[src/rtl/bus_quiet_timer.sv]
`timescale 1ns/1ps
module bus_quiet_timer #(
  parameter int CNT_W      = 10,
  parameter int IDLE_W     = 8,
  parameter int BREAK_BITS = 10
) (
  input  logic              clk,
  input  logic              rst_n,
  input  logic              bit_tick,
  input  logic              rx,
  input  logic              bs_mode,
  input  logic              tx_pending,
  input  logic              sw_break,
  input  logic [IDLE_W-1:0] idle_len,
  input  logic [CNT_W-1:0]  permit_len,
  input  logic [CNT_W-1:0]  max_idle_len,
  output logic              bus_idle,
  output logic              tx_permit,
  output logic              break_req,
  output logic              break_seen
);
  localparam int LOW_W = $clog2(BREAK_BITS + 1);
  localparam logic [CNT_W-1:0] QMAX = {CNT_W{1'b1}};
  localparam logic [LOW_W-1:0] LMAX = LOW_W'(BREAK_BITS);

  logic [CNT_W-1:0] quiet;
  logic [LOW_W-1:0] low_cnt;
  logic             rx_q;
  logic             missed;

  wire past_permit = quiet >= permit_len;
  wire auto_brk    = bs_mode && missed && (quiet > max_idle_len) && tx_pending;

  assign bus_idle  = quiet >= CNT_W'(idle_len);
  assign tx_permit = rx && past_permit && !(bs_mode && missed);

  always_ff @(posedge clk or negedge rst_n) begin
    if (!rst_n) begin
      quiet      <= '0;
      low_cnt    <= '0;
      rx_q       <= 1'b1;
      missed     <= 1'b0;
      break_req  <= 1'b0;
      break_seen <= 1'b0;
    end else begin
      rx_q       <= rx;
      break_seen <= !rx_q && rx && (low_cnt == LMAX);

      if (!rx)                             quiet <= '0;
      else if (bit_tick && quiet != QMAX)  quiet <= quiet + 1'b1;

      if (rx)                              low_cnt <= '0;
      else if (bit_tick && low_cnt != LMAX) low_cnt <= low_cnt + 1'b1;

      if (!rx || !bs_mode)                 missed <= 1'b0;
      else if (past_permit && !tx_pending) missed <= 1'b1;

      if (!rx)                                       break_req <= 1'b0;
      else if (auto_brk || (sw_break && bus_idle))   break_req <= 1'b1;
    end
  end
endmodule


[config.mk]
export PLATFORM = sky130hd
export DESIGN_NAME = bus_quiet_timer
export DESIGN_NICKNAME = d
export VERILOG_FILES = /design/src/rtl/bus_quiet_timer.sv
export SDC_FILE = /design/constraint.sdc
export NUM_CORES = 1
export LEC_CHECK = 0
export BUFFER_PORTS_ARGS = -buffer_cell sky130_fd_sc_hd__clkbuf_2
export CORE_ASPECT_RATIO = 1.2
export CORE_MARGIN = 2
export CORE_UTILIZATION = 57
export DETAILED_ROUTE_END_ITERATION = 16
export PLACE_DENSITY = 0.86
export SLEW_MARGIN = 10
export SYNTH_ARGS = -nofsm -noshare
export SYNTH_HDL_FRONTEND = slang
export SYNTH_SLANG_ARGS = --single-unit
[constraint.sdc]
create_clock -name clk -period 3.2 [get_ports clk]
set_clock_uncertainty 0.05 [all_clocks]
set_input_delay 0 -clock clk [delete_from_list [all_inputs] [get_ports clk]]
set_output_delay 0 -clock clk [all_outputs]
set_load 0.02 [all_outputs]
==> flow_summary.ini <==
[run_status]
outcome = completed

[drt]
ant_nets = 0
first_pass_iters = 4
vias = 1387
drt_iter0_markers = 28
wl_per_cell_um = 13.0
wl_mm = 3.34
avgViaCountPerCell = 5.40
drc = 0

[critical_path]
arrival_ns = 2.66
startpoint_type = flip-flop
cpPeakStageDelay_ns = 0.57
crit_fanout = 9
end_kind = flip-flop
critPathRequiredTime_ns = 3.35
crit_type = reg2reg
crit_path_top_delay_cell = dlygate4sd3_1
crit_chain = ha_1 > a21o_1 > a21oi_1 > o21ai_0 > a211oi_1 > o41ai_1 > dlygate4sd3_1
rrSetupSlack_ns = 0.69

[clocking]
path_clk_slew_ns = 0.10
cts-hold-fix-buffers = 5
cts_inserted_buffers = 3
post-cts-setup-buffers = 0
cts_resized = 0
clock_latency_ns = 0.31
cts_num_sinks = 18
htree_levels = 1
cts_tree = yes
max-clock-path-buffers = 2
clockRootBuffer = clkbuf_4

[synthesis]
yosysWarnings = 0
synth_cells = 179
syn-num-nets = 245
avgSynthCellArea_um2 = 8.79
synth_edf_count = 0
ys_ff_latch = 18
yosys_most_used_dff = dfrtp_1
yosysUniqueCellTypes = 37
async_flop_share_pct = 100
ys_seq_area_share_pct = 28.7
synth.cell_area_um2 = 1570

[sta]
min_period_ns = 2.51
fmax_ghz = 0.399
finalHoldViolCount = 0
finalSetupViolCount = 0
fin_crit_sh_pct = 78.3
worst_slack_ns = 0.694
slew_headroom_pct = 64.7
finalSetupTns_ns = 0
worst_slew_pin_slew_ns = 0.516
rsz0062_at_grt = no
drv_slew = 0

[run]
drv_cap = 0

[cells_and_area]
final_cell_area_um2 = 1880
antenna_cells = 0
final_layout_size_suffix_gt1_share_pct = 21.4
layout.nets = 291
area_growth_pct = 19.7

[grt]
grt_overflow_total = 0
antenna_found_initial = 0
grt.total_usage_pct = 24.7
grt_max_degree = 24
grt_pass1_vias = 1394
grt_pass1_wl_mm = 5.75

[floorplan]
initial_core_util_pct = 61.1
rows = 20
top_level_ports = 39
die-width_um = 52.0
die_h_um = 61.6
die-area_um2 = 3200
design.core.area_um2 = 2580

[power]
ir_drop_v = 0.000217
finalPower_mw = 0.475
power.leakage_nw = 1.06
power.density_nw_per_um2 = 252

[hold_path]
hp-class = in2reg

[placement]
placed_area_um2 = 1800
pre_cts_ws_ns = 1.20
port_buffers = 38
hpwlAfterDp_mm = 2.67
globalplace.congestion = 0.888
## synth_stat cells, types with 2 or more instances
library cell  count  area, um^2
a2111oi_0         2        17.5
a211oi_1          3        22.5
a21oi_1          10        50.1
and2_1            8        50.1
and4_4            2        22.5
clkbuf_1          2        7.51
dfrtp_1          17         425
ha_1             31         388
inv_1            29         109
nand2_1          11        41.3
nand2b_1          2        12.5
nand3_1           7        35.0
nand4_1           6        37.5
nor2_1            7        26.3
nor3_1            4        20.0
nor3b_1           3        22.5
o21a_1            2        15.0
o21ai_0           7        35.0
xnor2_1           5        43.8
xor2_1            4        35.0
## final timing paths
| check | from | end | depth (start not counted) |
|---|---|---|---|
| setup / recovery | quiet[3] | missed | 7 |
| hold / removal | bit_tick | quiet[2] | 3 |
| setup reg to reg | quiet[3] | missed | 7 |
| hold reg to reg | break_req | break_req | 2 |
| max in group asynchronous | rst_n | rx_q | 2 |
| min in group asynchronous | rst_n | quiet[4] | 2 |
## registers in the layout, indices dropped and copies added (netlist names)
name        count
break_req       1
rx_q            1
low_cnt         4
break_seen      1
missed          1
quiet          10
## cells in the final DEF (no fill, tap or decap), types with 2 or more instances in the layout
cell	netlist	routed
nor3_1	4	4
xnor2_1	5	5
dfrtp_1	17	17
nand3_1	7	7
xor2_1	4	4
nor3b_1	3	3
nand2_1	11	11
a2111oi_0	2	2
nor2_1	7	7
dlygate4sd3_1	0	5
o21a_1	2	2
a211oi_1	3	3
inv_1	29	29
a21oi_1	10	10
and2_1	8	8
nand2b_1	2	2
o21ai_0	7	7
and4_4	2	2
nand4_1	6	6
ha_1	31	31
clkbuf_4	0	3
clkbuf_2	0	38
## layer usage
| metal | GRT usage [%] | vias up | share of wire [%] |
|---|---|---|---|
| li1 | - | 716 | - |
| met1 | 29.6 | 627 | 45 |
| met2 | 44.7 | 37 | 50 |
| met3 | 2.91 | 7 | 3.3 |
| met4 | 10.2 | 0 | 1.7 |
| met5 | 0 | - | 0 |
## cell families after synthesis
group / share of synthesized area (%)
and+or+nand+nor: 19.8
AOI/OAI and AO/OA: 14.5
buffers and inverters: 7.39
adders and majority gates: 24.6
DFF: 28.7
xor gates and xnor gates: 5.01
## worst max-delay path, delay by kind of cell, from the launching register on
| kind | cells | cell delay, ns |
|---|---|---|
| AOI/OAI and AO/OA | 5 | 0.96 |
| buffers and inverters | 1 | 0.57 |
| DFF | 1 | 0.48 |
| adders and majority gates | 1 | 0.34 |
## power by group
part / switching [mW] / internal (mW) / total, mW
combinational: 0.0483 / 0.0456 / 0.0939
sequential: 0.00605 / 0.234 / 0.240
clock: 0.0719 / 0.0696 / 0.141
## per-stage QoR
stage,std cells,util (%),hold WS [ns]
5_1_grt,257,73.1,0.0526
3_3_place_gp,248,69.8,-0.0901
4_1_cts,257,73.1,0.0297
6_report,257,73.1,0.0333
3_5_place_dp,248,69.8,-0.0922
2_1_floorplan,179,-,-0.346
## final cells by class
cell class / instances / area (um^2)
Tap cell: 33 / 41.3
Timing Repair Buffer: 43 / 240
Clock buffer: 4 / 36.3
Fill cell: 200 / 693
Inverter: 29 / 109
Sequential cell: 18 / 452
Multi-Input combinational cell: 130 / 1010
Power figures use the tool's default switching activity.
